$ cat src/rtl/trig_router_pkg.sv
package trig_router_pkg;

    typedef enum logic [2:0] {
        SRC_SOFT   = 3'd0,
        SRC_PIN    = 3'd1,
        SRC_ANALOG = 3'd2,
        SRC_STAR   = 3'd3,
        SRC_BUS    = 3'd4,
        SRC_SYNC   = 3'd5
    } trig_src_e;

    // Cycles after a selection change during which triggers stay blocked
    localparam int unsigned SEL_MASK_CYCLES = 2;

endpackage

$ cat src/rtl/trig_sync.sv
module trig_sync #(
    parameter int W = 1
) (
    input  logic         clk,
    input  logic         rst_n,
    input  logic [W-1:0] async_in,
    output logic [W-1:0] sync_out
);

    typedef struct packed {
        logic [W-1:0] s1;
        logic [W-1:0] s2;
    } sync_state_t;

    sync_state_t st_d, st_q;

    always_comb begin
        st_d    = st_q;
        st_d.s1 = async_in;
        st_d.s2 = st_q.s1;
    end

    always_ff @(posedge clk or negedge rst_n) begin
        if (!rst_n) st_q <= '0;
        else        st_q <= st_d;
    end

    assign sync_out = st_q.s2;

endmodule

$ cat src/rtl/trig_level_cross.sv
module trig_level_cross #(
    parameter int NCH      = 4,
    parameter int SAMPLE_W = 16,
    parameter int LEVEL_W  = 8
) (
    input  logic                      clk,
    input  logic                      rst_n,
    input  logic [NCH*SAMPLE_W-1:0]   samples,
    input  logic [$clog2(NCH)-1:0]    chan,
    input  logic [LEVEL_W-1:0]        level,
    input  logic                      falling,
    output logic                      crossed
);

    localparam int CH_IW   = $clog2(NCH);
    localparam int TOP_OFS = SAMPLE_W - LEVEL_W;

    typedef struct packed {
        logic above;
    } cross_state_t;

    cross_state_t st_d, st_q;
    logic [LEVEL_W-1:0] code;
    logic               above_now;

    always_comb begin
        code = '0;
        for (int c = 0; c < NCH; c++) begin
            if (chan == CH_IW'(c)) code = samples[c*SAMPLE_W + TOP_OFS +: LEVEL_W];
        end
        above_now  = ($signed(code) >= $signed(level));
        st_d       = st_q;
        st_d.above = above_now;
        if (falling) crossed = st_q.above & ~above_now;
        else         crossed = above_now & ~st_q.above;
    end

    always_ff @(posedge clk or negedge rst_n) begin
        if (!rst_n) st_q <= '0;
        else        st_q <= st_d;
    end

endmodule

$ cat src/rtl/trig_pulse_shaper.sv
module trig_pulse_shaper #(
    parameter int STRETCH = 4
) (
    input  logic clk,
    input  logic rst_n,
    input  logic fire,
    output logic event_out,
    output logic stretch_out,
    output logic stretch_reg_out
);

    localparam int CNT_W = $clog2(STRETCH + 1);

    typedef struct packed {
        logic             evt;
        logic [CNT_W-1:0] cnt;
        logic             t1;
        logic             t2;
    } shaper_state_t;

    shaper_state_t st_d, st_q;

    always_comb begin
        st_d     = st_q;
        st_d.evt = fire;
        if (fire)             st_d.cnt = CNT_W'(STRETCH);
        else if (st_q.cnt != '0) st_d.cnt = st_q.cnt - 1'b1;
        st_d.t1  = (st_d.cnt != '0);
        st_d.t2  = st_q.t1;
    end

    always_ff @(posedge clk or negedge rst_n) begin
        if (!rst_n) st_q <= '0;
        else        st_q <= st_d;
    end

    assign event_out       = st_q.evt;
    assign stretch_out     = st_q.t1;
    assign stretch_reg_out = st_q.t2;

endmodule

$ cat src/rtl/trig_router.sv
module trig_router
    import trig_router_pkg::*;
#(
    parameter int NBUS     = 8,
    parameter int NCH      = 4,
    parameter int SAMPLE_W = 16,
    parameter int LEVEL_W  = 8,
    parameter int STRETCH  = 4
) (
    input  logic                       clk,
    input  logic                       rst_n,
    input  logic [2:0]                 src_sel,
    input  logic [$clog2(NBUS)-1:0]    bus_idx,
    input  logic [$clog2(NCH)-1:0]     ana_chan,
    input  logic                       falling_edge,
    input  logic [LEVEL_W-1:0]         ana_level,
    input  logic                       soft_strobe,
    input  logic                       ext_pin,
    input  logic                       star_in,
    input  logic [NBUS-1:0]            bus_in,
    input  logic                       sync_in,
    input  logic [NCH*SAMPLE_W-1:0]    ana_samples,
    output logic                       trig_event,
    output logic                       sync_trig_out,
    output logic                       sync_trig_reg_out
);

    localparam int BUS_IW   = $clog2(NBUS);
    localparam int CH_IW    = $clog2(NCH);
    localparam int NLINE    = NBUS + 3;
    localparam int LN_PIN   = 0;
    localparam int LN_STAR  = 1;
    localparam int LN_BUS0  = 2;
    localparam int LN_SYNC  = NBUS + 2;
    localparam int SEL_W    = 3 + BUS_IW + CH_IW;
    localparam int MASK_W   = $clog2(SEL_MASK_CYCLES + 1);

    typedef struct packed {
        logic [SEL_W-1:0]  sel;
        logic [MASK_W-1:0] mask;
        logic [NLINE-1:0]  prev;
    } route_state_t;

    route_state_t st_d, st_q;

    logic [NLINE-1:0] line_async, line_s;
    logic [NLINE-1:0] rise, fall, edge_v;
    logic [NBUS-1:0]  bus_edges;
    logic [SEL_W-1:0] sel_now;
    logic             ana_cross;
    logic             raw, sel_chg, fire;

    assign line_async = {sync_in, bus_in, star_in, ext_pin};

    trig_sync #(.W(NLINE)) u_sync (
        .clk      (clk),
        .rst_n    (rst_n),
        .async_in (line_async),
        .sync_out (line_s)
    );

    trig_level_cross #(
        .NCH      (NCH),
        .SAMPLE_W (SAMPLE_W),
        .LEVEL_W  (LEVEL_W)
    ) u_cross (
        .clk     (clk),
        .rst_n   (rst_n),
        .samples (ana_samples),
        .chan    (ana_chan),
        .level   (ana_level),
        .falling (falling_edge),
        .crossed (ana_cross)
    );

    always_comb begin
        st_d      = st_q;
        sel_now   = {src_sel, bus_idx, ana_chan};
        rise      = line_s & ~st_q.prev;
        fall      = ~line_s & st_q.prev;
        edge_v    = falling_edge ? fall : rise;
        bus_edges = edge_v[LN_BUS0 +: NBUS];

        case (src_sel)
            SRC_SOFT:   raw = soft_strobe;
            SRC_PIN:    raw = edge_v[LN_PIN];
            SRC_ANALOG: raw = ana_cross;
            SRC_STAR:   raw = edge_v[LN_STAR];
            SRC_BUS:    raw = bus_edges[bus_idx];
            SRC_SYNC:   raw = edge_v[LN_SYNC];
            default:    raw = 1'b0;
        endcase

        sel_chg = (sel_now != st_q.sel);
        fire    = raw & ~sel_chg & (st_q.mask == '0);

        st_d.prev = line_s;
        st_d.sel  = sel_now;
        if (sel_chg)              st_d.mask = MASK_W'(SEL_MASK_CYCLES);
        else if (st_q.mask != '0) st_d.mask = st_q.mask - 1'b1;
    end

    always_ff @(posedge clk or negedge rst_n) begin
        if (!rst_n) begin
            st_q.sel  <= '0;
            st_q.mask <= MASK_W'(SEL_MASK_CYCLES);
            st_q.prev <= '0;
        end else begin
            st_q <= st_d;
        end
    end

    trig_pulse_shaper #(.STRETCH(STRETCH)) u_shape (
        .clk             (clk),
        .rst_n           (rst_n),
        .fire            (fire),
        .event_out       (trig_event),
        .stretch_out     (sync_trig_out),
        .stretch_reg_out (sync_trig_reg_out)
    );

endmodule

$ cat config.mk
export PLATFORM = sky130hd
export DESIGN_NAME = trig_router
export DESIGN_NICKNAME = d
export VERILOG_FILES = /design/src/rtl/trig_router_pkg.sv /design/src/rtl/trig_sync.sv /design/src/rtl/trig_level_cross.sv /design/src/rtl/trig_pulse_shaper.sv /design/src/rtl/trig_router.sv
export SDC_FILE = /design/constraint.sdc
export NUM_CORES = 1
export LEC_CHECK = 0
export BUFFER_PORTS_ARGS = -buffer_cell sky130_fd_sc_hd__buf_2
export CAP_MARGIN = 5
export CORE_MARGIN = 1.5
export CORE_UTILIZATION = 40
export CTS_CLUSTER_DIAMETER = 80
export DETAILED_ROUTE_END_ITERATION = 10
export GPL_ROUTABILITY_DRIVEN = 0
export HOLD_SLACK_MARGIN = 0.06
export PLACE_DENSITY = 0.75
export REMOVE_ABC_BUFFERS = 1
export SETUP_SLACK_MARGIN = 0.05
export SLEW_MARGIN = 15
export SYNTH_ARGS = -nofsm -noshare
export SYNTH_HDL_FRONTEND = slang
export SYNTH_SLANG_ARGS = --single-unit
$ cat constraint.sdc
create_clock -name clk -period 3 [get_ports clk]
set_input_delay 0.15 -clock clk [delete_from_list [all_inputs] [get_ports clk]]
set_output_delay 0.15 -clock clk [all_outputs]
set_load 0.02 [all_outputs]
After elaboration in Yosys (flattened, before gate mapping)
Cells that the tools add are included.
Storage, ports and cells
  word-level logic and storage cells: 54
  flip-flop bits (word level): 50
  input bits: 95
  output and inout bits: 3
Cells by class
  order comparisons: 2
  mux-type cells: 13
  bitwise operators: 11
  add/subtract/negate cells: 2
  reduce and logical (&&, ||, !) cells: 7
  eq/ne operators: 9
Operators by type and width (number)
  two-way mux 8 bit: 4
  AND 11 bit: 2
  NOT 11 bit: 2
  two-way mux 11 bit: 1
  >= comparator 8 bit: 1
  != test 8 bit: 1
  == test 3 x 2 -> 1 bit, second input constant: 2
  == test 3 bit, second input constant: 2
  two-way mux 3 bit: 2
  one-hot mux 1 bit (6 select lines): 1
  nonzero test 3 bit: 2
  AND 1 bit: 4
  == test 2 bit, second input constant: 2
  logical NOT 2 bit: 2
  < comparator 3 x 4 -> 1 bit, second input constant: 1
  two-way mux 2 bit: 2
  nonzero test 2 bit: 2
  binary-select mux 1 bit (select 3 bit): 1
  == test 3 x 1 -> 1 bit, second input constant: 1
  logical NOT 3 bit: 1
  NOT 1 bit: 3
  subtractor 3 x 1 -> 3 bit, second input constant: 1
  == test 2 x 1 -> 1 bit, second input constant: 1
  two-way mux 1 bit: 2
  subtractor 2 x 1 -> 2 bit, second input constant: 1

Logic depth before layout (Yosys ltp)
Gate-level depths: netlist of the first run.
  depth after elaboration: 14
  depth in mapped cells: 10

Cells and area by module
Synthesis of the first run repeated with hierarchy kept, for this count alone.
Unflattened totals
  cells, all modules: 177
  area total of the unflattened synthesis: 2267.2 um^2
Modules (own cells, without submodules)
  trig_router: times used 1, area an instance 997.2 um^2, cells an instance 94, sequential area each 526.8 um^2
  trig_sync: times used 1, area an instance 550.5 um^2, cells an instance 22, sequential area each 550.5 um^2
  trig_level_cross: times used 1, area an instance 457.9 um^2, cells an instance 40, sequential area each 25.0 um^2
  trig_pulse_shaper: times used 1, area an instance 261.5 um^2, cells an instance 21, sequential area each 150.1 um^2

Worst setup path after synthesis of the first run
No wires, ideal clock.
  path kind: in2reg
  start: input ana_chan[0]
  end: register u_shape.st_q, in the netlist u_shape.stretch_out
  arrival time: 2340 ps
  required time: 2869 ps
  stages: 9
  buffers on the path: 1
  slack: 529 ps
  library setup time: 131 ps
  cell sequence: buf_2 -> mux4_2 -> ha_1 -> and3_1 -> o21ai_0 -> a31oi_1 -> o211ai_1 -> a41oi_2 -> or3_1
RTL lines
  start, declared: RTL line trig_router.sv:14  | input logic [$clog2(NCH)-1:0] ana_chan,
  end signal, assigned: RTL line trig_pulse_shaper.sv:34  | else st_q <= st_d;
  end, declared: RTL line trig_pulse_shaper.sv:21  | shaper_state_t st_d, st_q;

==> results of run 1 <==
## cell usage in the layout (no fill, tap or decap), types with 2 or more instances in the layout
| cell | count |
|---|---|
| a21o_1 | 2 |
| a31oi_1 | 7 |
| and3_1 | 2 |
| buf_2 | 64 |
| clkbuf_8 | 5 |
| clkinv_2 | 2 |
| dfrtp_1 | 49 |
| dlygate4sd3_1 | 17 |
| ha_1 | 12 |
| inv_1 | 24 |
| mux4_2 | 10 |
| nand2_1 | 5 |
| nand2b_1 | 5 |
| nand3_1 | 3 |
| nand3b_1 | 2 |
| nand4_1 | 3 |
| nor2_1 | 9 |
| nor2b_1 | 2 |
| nor3b_1 | 6 |
| o211ai_1 | 4 |
| o21ai_0 | 2 |
| or3_1 | 3 |
| xnor2_1 | 8 |
| xor2_1 | 2 |
## routing by layer
layer	vias up	GRT usage	wire length (um)
met5	-	0	0
met4	0	0.04286	3
met3	2	0.02558	152
met2	35	0.2595	2170
met1	784	0.1585	1712
li1	795	-	-
## state kept, by name, indices dropped and copies added (netlist names)
| name | cells |
|---|---|
| st_q | 21 |
| u_sync.sync_out | 11 |
| u_shape.stretch_reg_out | 1 |
| u_shape.stretch_out | 1 |
| u_cross.st_q | 1 |
| u_shape.st_q | 3 |
| u_shape.event_out | 1 |
| u_sync.st_d | 11 |
## what timing repair did
item | in CTS | in global routing
setup buffers | 0 | 0
endpoints found under the hold margin | 16 | 49
hold buffers | 16 | 1
## logic make-up after synthesis
kind of cell / count (synthesis)
buf+inv: 30
simple gates: 45
flops: 50
fa+ha+maj: 12
mux: 10
xor+xnor: 10
compound gates: 23
## area by class of cell
cell class	count	area (um2)
clock buffer	5	68.82
clock inverter	3	40.04
fill	470	2567
inverter	24	90.09
multi-input combinational	100	899.6
sequential	50	1252
tap	72	90.09
timing repair buffer	82	498.0
## worst max-delay path, stage by stage
cell,delay (ns)
buf_2,0.28
mux4_2,0.55
ha_1,0.30
and3_1,0.18
o21ai_0,0.14
a31oi_1,0.15
or3_1,0.41
a41oi_2,0.30
nor2_1,0.09
## metrics by stage
stage	instance area, um2	worst slack (ns)	utilization	hold WS, ns
2_1_floorplan	2242	0.8315	-	-0.1456
3_3_place_gp	2658	0.2812	0.4826	0.2577
3_5_place_dp	2658	0.2541	0.4826	0.2593
4_1_cts	2927	0.5777	0.5315	0.06614
5_1_grt	2939	0.3784	0.5337	0.1010
6_report	2939	0.6208	0.5337	0.1060
## power by group through the flow
| stage | Combinational, W | Sequential [W] | Clock (W) |
|---|---|---|---|
| floorplan | 0.000171 | 0.000780 | 0 |
| global placement | 0.000280 | 0.000768 | 0 |
| detailed placement | 0.000293 | 0.000773 | 0 |
| CTS | 0.000311 | 0.000760 | 0.000466 |
| global route | 0.000358 | 0.000768 | 0.000497 |
| finish | 0.000305 | 0.000759 | 0.000449 |
## worst paths after layout
kind	startpoint	to	slack, ns	cells after the start
min in group asynchronous	rst_n	st_q[4]$_DFF_PN0_	0.40	2
setup reg to reg	u_sync.sync_out[6]$_DFF_PN0_	u_shape.stretch_out$_DFF_PN0_	1.04	6
setup / recovery	ana_chan[0]	u_shape.st_q[3]$_DFF_PN0_	0.62	9
hold reg to reg	u_sync.st_d[1]$_DFF_PN0_	u_sync.sync_out[1]$_DFF_PN0_	0.35	0
hold / removal	ana_chan[1]	st_q[14]$_DFF_PN0_	0.11	1
max in group asynchronous	rst_n	u_sync.sync_out[10]$_DFF_PN0_	2.20	2
==> key figures, run 1 <==
Yosys
  – Number of synthesized flops with an enable pin: 0
  – Synth top area cells: dfrtp_1, mux4_2, ha_1
  – Synth Cell Area: 0.002291 mm2
  – Most numerous cell in the Yosys netlist: dfrtp_1
  – Simple-gate share of the synthesized area: 0.1136
  – Most instantiated cells after synthesis: dfrtp_1, inv_1, ha_1
  – Synth warn: 0
  – Sequential-to-total area share from yosys stat: 0.5467
  – Yosys top cell by area: dfrtp_1
  – Post-Synthesis Cells: 180
  – Ys flop type: dfrtp_1
  – Adder-Cell Fraction of Synth Area: 0.06554
  – Post-synthesis mux area share: 0.09831
  – Ys async rst share: 1.000
  – Largest family of logic cells by synthesized area: simple AND/OR/NAND/NOR gates
  – Synthesized flop and latch total: 50
  – Post-synthesis xor/xnor area fraction: 0.03823
  – Yosys top cell area share: 0.5352
  – Post-synth cell types: 38
  – Synth Area in Compound Gates: 0.07701
  – Syn_area_per_cell: 12.73 um2

Global route
  – Initial antenna violation count: 0
  – Total gr overflow: 0
  – Largest net degree at the start of global routing: 51
  – Number of global-route vias before repair: 1629
  – GRT Total Usage: 0.1387
  – First-pass GRT wire length: 6796 um

Timing
  – TNS Setup: 0 ns
  – F_max: 0.4203 GHz
  – Final Hold Viols: 0
  – Worst Tran Pin Value: 0.5928 ns
  – Tmin final: 2.379 ns
  – RSZ-0062 raised after global routing: no
  – Clk_skew: 0.007041 ns
  – Pins over their slew limit: 0
  – Final setup vio count: 0
  – Final period util: 0.7931
  – Max-slew headroom: 0.6048

Worst setup path
  – CP required: 3.17 ns
  – Worst Path Max Fanout: 10
  – Crit path DAT: 2.55 ns
  – Crit start category: primary input
  – WS Path Type: in -> reg
  – CP endpoint kind: flip-flop

Clocking
  – Root Driver: clkbuf_8
  – TritonCTS clock tree: built
  – CTS Buffer Depth: 2
  – # H-tree levels: 2
  – Clock latency at the later pin of the worst-skew pair: 0.30 ns
  – Clock transition at the registers of the reported paths: 0.09 ns
  – TritonCTS buffer count: 5
  – TritonCTS Sinks: 50
  – Post-cts resize count: 0

Finish
  – Final #Nets: 370
  – Fraction of layout instances using a drive strength above 1: 0.3333
  – # diodes: 0
  – Post-route insts no fill: 336
  – Area Overhead vs Synth: 28.29%

Pwr
  – Combinational share of power: 0.201
  – Leakage: 1.399 nW
  – Clock power frac: 0.297
  – Cell internal pwr: 0.001130 W
  – Seq pwr share: 0.502
  – Sw Share: 0.2535
  – PD cells: 514.8 mW/mm2
  – Total power: 0.001513 W
  – Net Sw Power: 0.0003836 W
  – Worst VDD drop: 0.0004853 V

Floorplan
  – Starting density of the core: 0.4160
  – Die W: 78.68 um
  – DIE AREA: 0.006191 mm2
  – Core area: 0.005507 mm2
  – Die Ht: 78.68 um
  – Row cnt: 27
  – I/O pins: 98

Drt
  – Vias: 1616
  – Drt total wl: 4038 um
  – Vias per inst: 4.810
  – Drt pass-1 iters: 5
  – Final antenna-violating net count: 0
  – DRC Markers: 0
  – DR WL/cell: 12.02 um
  – Initial drt markers: 49

Placed design
  – Placed cell count: 311
  – HPWL after DPL: 3035 um
  – Port bufs: 65

Run
  – MaxCap Viol Count: 0

Status
  – Status: complete, no violations

Hold path
  – Worst hold path type: in -> reg
(Power assumes the default switching activity.)
==> inputs of run 2 (changes only) <==
clock period = 2.35 ns   (was 3 ns; I/O delays follow)
==> run 2 against run 1 <==
Net effect:
- setup slack got worse by 0.44 ns
- non-clock buffer count increased by 5
- critical path depth is the same
- largest cell class unchanged
- largest power group unchanged
==> key figures, run 2 (synthesized netlist as in run 1, its figures left out) <==
Worst setup path
  – Cell Chain, Critical Path: buf_6, mux4_2, ha_1, nor2b_1, o211ai_1, a31oi_2, o211ai_1, a41oi_2, or3_1
  – CP endpoint kind: flip-flop
  – Worst Path Max Fanout: 7 (-3)
  – WS Path Type: in -> reg
  – CP required: 2.52 ns (-0.65 ns)
  – Slowest CP cell: mux4_2
  – Crit-path most repeated cell: o211ai_1
  – Crit path DAT: 2.34 ns (-0.21 ns)
  – Crit start category: primary input
  – Worst path max stage delay: 0.51 ns (-0.04 ns)

Global route
  – Top Usage Layer GRT: met2
  – Met3 GRT Util: 0.01744 (-0.008140)
  – Largest net degree at the start of global routing: 26 (-49%)
  – First-pass GRT wire length: 6982 um (+2.7%)
  – Initial antenna violation count: 0 (unchanged)
  – GRT Total Usage: 0.1413 (+0.002600)
  – Met2 Use GR: 0.2767 (+0.01724)
  – Total gr overflow: 0 (unchanged)
  – M1 GR Usage: 0.1634 (+0.004920)
  – Number of global-route vias before repair: 1654 (+1.5%)

Floorplan
  – I/O pins: 98 (unchanged)
  – Row cnt: 27 (unchanged)
  – Die W: 78.68 um (unchanged)
  – DIE AREA: 0.006191 mm2 (unchanged)
  – Die Ht: 78.68 um (unchanged)
  – Core area: 0.005507 mm2 (unchanged)
  – Starting density of the core: 0.4160 (unchanged)

Timing
  – Worst Tran Pin Value: 0.3101 ns (-0.2827 ns)
  – Tmin final: 2.166 ns
  – Final setup vio count: 0 (unchanged)
  – Final period util: 0.9218
  – Final Hold Viols: 0 (unchanged)
  – Clk_skew: 0.002454 ns (-0.004587 ns)
  – F_max: 0.4616 GHz
  – RSZ-0062 raised after global routing: no
  – Pins over their slew limit: 0 (unchanged)
  – Max-slew headroom: 0.7906 (+0.1858)

Hold path
  – Worst hold path type: in -> reg

Drt
  – Drt pass-1 iters: 4 (-1)
  – DR WL/cell: 12.35 um (+2.8%)
  – Drt total wl: 4213 um (+4.3%)
  – DRC Markers: 0 (unchanged)
  – Vias per inst: 4.900 (+1.9%)
  – Final antenna-violating net count: 0 (unchanged)
  – Vias: 1671 (+3.4%)
  – Initial drt markers: 73 (+49%)

Pwr
  – Net Sw Power: 0.0005016 W (+31%)
  – Clock power frac: 0.342 (+0.045)
  – Combinational share of power: 0.194 (-0.007)
  – PD cells: 692.3 mW/mm2 (+34%)
  – Seq pwr share: 0.464 (-0.038)
  – Worst VDD drop: 0.0006031 V (+24%)
  – Cell internal pwr: 0.001590 W (+41%)
  – Leakage: 1.438 nW (+2.8%)
  – Sw Share: 0.2399 (-0.01366)
  – Total power: 0.002091 W (+38%)

Finish
  – Post-route insts no fill: 341 (+1.5%)
  – Number of flip-flops in the largest register: 21 (unchanged)
  – Area Overhead vs Synth: 31.84%
  – Final #Nets: 375 (+1.4%)
  – Largest register by flop count: st_q
  – Fraction of layout instances using a drive strength above 1: 0.3494 (+0.01611)
  – # diodes: 0 (unchanged)
  – Most frequent cells in the layout: buf_2, dfrtp_1, inv_1
  – Leading cell type in the layout, fill and taps excluded: buf_2

Clocking
  – CTS Buffer Depth: 2 (unchanged)
  – Clock transition at the registers of the reported paths: 0.08 ns (about the same)
  – Clock latency at the later pin of the worst-skew pair: 0.29 ns (about the same)
  – Root Driver: clkbuf_8
  – TritonCTS Sinks: 50 (unchanged)
  – # H-tree levels: 2 (unchanged)
  – TritonCTS buffer count: 5 (unchanged)
  – Setup Buffers After CTS: 0 (unchanged)
  – TritonCTS clock tree: built

Status
  – Status: complete, no violations

Placed design
  – Placed cell count: 316 (+1.6%)
  – Port bufs: 65 (unchanged)
  – HPWL after DPL: 3281 um (+8.1%)

Run
  – MaxCap Viol Count: 0 (unchanged)
run 2: cell count changes in the layout (fill, tap and decap cells not counted), sizes merged:
| cell | previous run | this run |
|---|---|---|
| clkbuf | 5 | 6 |
| buf | 65 | 70 |
| bufinv | 1 | 2 |
| clkinv | 2 | 0 |
run 2: final cells by class:
| type | count | area (um2) |
|---|---|---|
| Fill cell | 461 | 2486 |
| Clock inverter | 2 | 60.06 |
| Inverter | 24 | 90.09 |
| Clock buffer | 6 | 82.58 |
| Tap cell | 72 | 90.09 |
| Timing Repair Buffer | 87 | 539.3 |
| Sequential cell | 50 | 1252 |
| Multi-Input combinational cell | 100 | 905.9 |
run 2: power by group through the flow:
stage | clock network (W) | logic (W) | registers, W
after detailed placement | 0 | 0.000385 | 0.000987
after floorplan | 0 | 0.000219 | 0.000995
final | 0.000715 | 0.000407 | 0.000970
after CTS | 0.000730 | 0.000408 | 0.000970
after global routing | 0.000765 | 0.000459 | 0.000981
after global placement | 0 | 0.000368 | 0.000982
run 2: final timing paths:
path / startpoint / end / slack [ns] / cells after the start
worst max-delay path: ana_chan[0] / u_shape.stretch_out$_DFF_PN0_ / 0.18 / 9
worst min-delay path: ana_chan[0] / st_q[13]$_DFF_PN0_ / 0.10 / 2
worst max register to register: st_q[4]$_DFF_PN0_ / u_shape.stretch_out$_DFF_PN0_ / 0.34 / 6
worst min register to register: u_sync.st_d[7]$_DFF_PN0_ / u_sync.sync_out[7]$_DFF_PN0_ / 0.35 / 0
max in group asynchronous: rst_n / st_q[8]$_DFF_PN0_ / 1.51 / 3
min in group asynchronous: rst_n / u_sync.sync_out[2]$_DFF_PN0_ / 0.24 / 2
run 2: routing by layer:
layer,vias up,routed length [um]
li1,813,-
met4,0,22
met3,2,104
met1,827,1712
met2,29,2373
met5,-,0
run 2: critical path, delay by kind of cell:
family / cells / cell delay (ns)
muxes: 1 / 0.51
buffers and inverters: 1 / 0.12
and+or+nand+nor: 2 / 0.54
AOI/OAI and AO/OA: 4 / 0.75
adders and majority gates: 1 / 0.29
run 2: metrics by stage:
stage / instance area (um2) / worst slack, ns / TNS, ns / hold WS [ns] / util
floorplan: 2242 / 0.2140 / 0 / -0.1781 / -
global placement: 2695 / -0.1205 / -0.4310 / 0.02669 / 0.4894
detailed placement: 2695 / -0.2579 / -1.002 / 0.02250 / 0.4894
CTS: 3008 / 0.05666 / 0 / 0.1017 / 0.5462
global route: 3020 / 0.07216 / 0 / 0.1100 / 0.5485
finish: 3020 / 0.1838 / 0 / 0.1009 / 0.5485
run 2: what timing repair did:
| action | in CTS | in global routing |
|---|---|---|
| hold endpoints to repair | 41 | 0 |
| setup endpoints to repair | 0 | 4 |
| resized for setup | 0 | 5 |
| hold buffers | 17 | 0 |
==> inputs of run 3 (changes only) <==
MAX_ROUTING_LAYER = met4   (was not set)
clock period = 2.7 ns   (was 2.35 ns; I/O delays follow)
==> run 3 against run 2 <==
Net effect:
- combinational power shrank 15%
- critical path depth is the same
- flip-flop and latch count is the same
- wire length grew 1.4%
- first-iteration DRC count shrank 52%
- total power shrank 18%
- clock power shrank 26%
==> key figures, run 3 (synthesized netlist as in run 1, its figures left out) <==
Status
  – Status: complete, no violations

Finish
  – Fraction of layout instances using a drive strength above 1: 0.3408 (-0.008618)
  – Fin util: 0.5410 (-0.007499)
  – Most frequent cells in the layout: buf_2, dfrtp_1, inv_1
  – Leading cell type in the layout, fill and taps excluded: buf_2
  – Register area: 0.001252 mm2 (unchanged)
  – Post-route cell area: 0.002979 mm2 (-1.4%)
  – Final #Nets: 373 (-0.53%)
  – Number of flip-flops in the largest register: 21 (unchanged)
  – Multi-input gate area: 899.6 um2 (-0.69%)
  – Largest register by flop count: st_q
  – Area Overhead vs Synth: 30.04%
  – # diodes: 0 (unchanged)
  – Fillers: 475 (+3.0%)

Timing
  – Pins over their slew limit: 0 (unchanged)
  – RSZ-0062 raised after global routing: no
  – Max-slew headroom: 0.6663 (-0.1244)
  – Final Hold Viols: 0 (unchanged)
  – F_max: 0.4436 GHz
  – Clk_skew: 0.007255 ns (+0.004802 ns)
  – Tmin final: 2.255 ns
  – Setup slack after layout: 0.4455 ns (+0.2617 ns)
  – Worst hold margin: 0.09444 ns (-0.006435 ns)
  – TNS Setup: 0 ns (unchanged)
  – Final period util: 0.8350
  – Final setup vio count: 0 (unchanged)
  – Worst Tran Pin Value: 0.5006 ns (+0.1905 ns)

Floorplan
  – Die W: 78.68 um (unchanged)
  – Die Ht: 78.68 um (unchanged)
  – Row cnt: 27 (unchanged)
  – I/O pins: 98 (unchanged)
  – Core area: 0.005507 mm2 (unchanged)
  – DIE AREA: 0.006191 mm2 (unchanged)
  – Starting density of the core: 0.4160 (unchanged)

Drt
  – Initial drt markers: 35 (-52%)
  – Vias: 1597 (-4.4%)
  – Drt pass-1 iters: 6 (+2)
  – Final antenna-violating net count: 0 (unchanged)
  – Vias per inst: 4.711 (-3.9%)
  – DR WL/cell: 12.60 um (+2.0%)
  – Drt total wl: 4273 um (+1.4%)
  – DRC Markers: 0 (unchanged)

Global route
  – GRT Total Usage: 0.1516 (+0.01031)
  – Largest net degree at the start of global routing: 51 (+96%)
  – Number of global-route vias before repair: 1709 (+3.3%)
  – First-pass GRT wire length: 7120 um (+2.0%)
  – Initial antenna violation count: 0 (unchanged)
  – Total gr overflow: 0 (unchanged)

Worst setup path
  – CP endpoint kind: flip-flop
  – WS Path Type: in -> reg
  – Crit start category: primary input
  – Worst Path Max Fanout: 6 (-1)
  – Crit path DAT: 2.44 ns (+0.10 ns)
  – CP required: 2.88 ns (+0.36 ns)

Pwr
  – PD cells: 576.1 mW/mm2 (-17%)
  – Worst VDD drop: 0.0004024 V (-33%)
  – Leakage: 1.418 nW (-1.4%)

Clocking
  – Root Driver: clkbuf_8
  – TritonCTS buffer count: 5 (unchanged)
  – CTS Buffer Depth: 2 (unchanged)
  – Clock transition at the registers of the reported paths: 0.09 ns (about the same)
  – Post-cts resize count: 0 (unchanged)
  – TritonCTS clock tree: built
  – # H-tree levels: 2 (unchanged)
  – TritonCTS Sinks: 50 (unchanged)
  – Clock latency at the later pin of the worst-skew pair: 0.30 ns (about the same)

Placed design
  – DP Area: 0.002673 mm2 (-0.84%)
  – Port bufs: 65 (unchanged)
  – HPWL after DPL: 3179 um (-3.1%)
  – Post-Place Worst Slack: 0.08391 ns (+0.3418 ns)

Run
  – MaxCap Viol Count: 0 (unchanged)

Hold path
  – Worst hold path type: in -> reg
## run 3: final timing paths
check / start / to / slack (ns) / depth (start not counted)
worst max-delay path: ana_chan[0] / u_shape.stretch_out$_DFF_PN0_ / 0.45 / 9
worst min-delay path: ana_chan[1] / st_q[14]$_DFF_PN0_ / 0.09 / 1
worst max register to register: u_sync.sync_out[6]$_DFF_PN0_ / u_shape.stretch_out$_DFF_PN0_ / 0.67 / 6
worst min register to register: u_sync.st_d[10]$_DFF_PN0_ / u_sync.sync_out[10]$_DFF_PN0_ / 0.35 / 0
max in group asynchronous: rst_n / u_shape.st_q[2]$_DFF_PN0_ / 1.85 / 3
min in group asynchronous: rst_n / st_q[4]$_DFF_PN0_ / 0.34 / 2
## run 3: power breakdown
| group | total [W] | switching (W) | internal [W] |
|---|---|---|---|
| clock network | 0.000527 | 0.000246 | 0.000281 |
| logic | 0.000346 | 0.000170 | 0.000176 |
| registers | 0.000843 | 0.0000311 | 0.000812 |
## run 3: critical path: stages
cell	delay (ns)
buf_2	0.18
mux4_2	0.53
ha_1	0.30
and3_1	0.18
o21ai_0	0.13
a31oi_1	0.14
o211ai_1	0.23
a41oi_2	0.21
or3_1	0.39
## run 3: timing repair
item,in CTS,in global routing
hold endpoints to repair,54,0
setup buffers,0,0
hold buffers,17,0
## run 3: area by class of cell
class | instances | area share
well taps | 72 | 0.03024
inverters | 24 | 0.03024
multi-input cells | 100 | 0.3020
flip-flops and latches | 50 | 0.4204
clock inverters | 3 | 0.01596
clock buffers | 5 | 0.02310
repair buffers | 85 | 0.1781
## run 3: through the flow
| step | cells | total power, W |
|---|---|---|
| after detailed placement | 313 | 0.001187 |
| after global routing | 339 | 0.001828 |
| after global placement | 313 | 0.001167 |
| final | 339 | 0.001716 |
| after floorplan | 174 | 0.001057 |
| after CTS | 338 | 0.001728 |
## run 3: layer usage
layer  global-route usage  vias to the layer above  wire, um
li1                     -                      800         -
met2               0.2810                       33      2363
met5                    -                        -         0
met4              0.06786                        0        83
met1               0.1570                      755      1687
met3              0.02326                        9       139
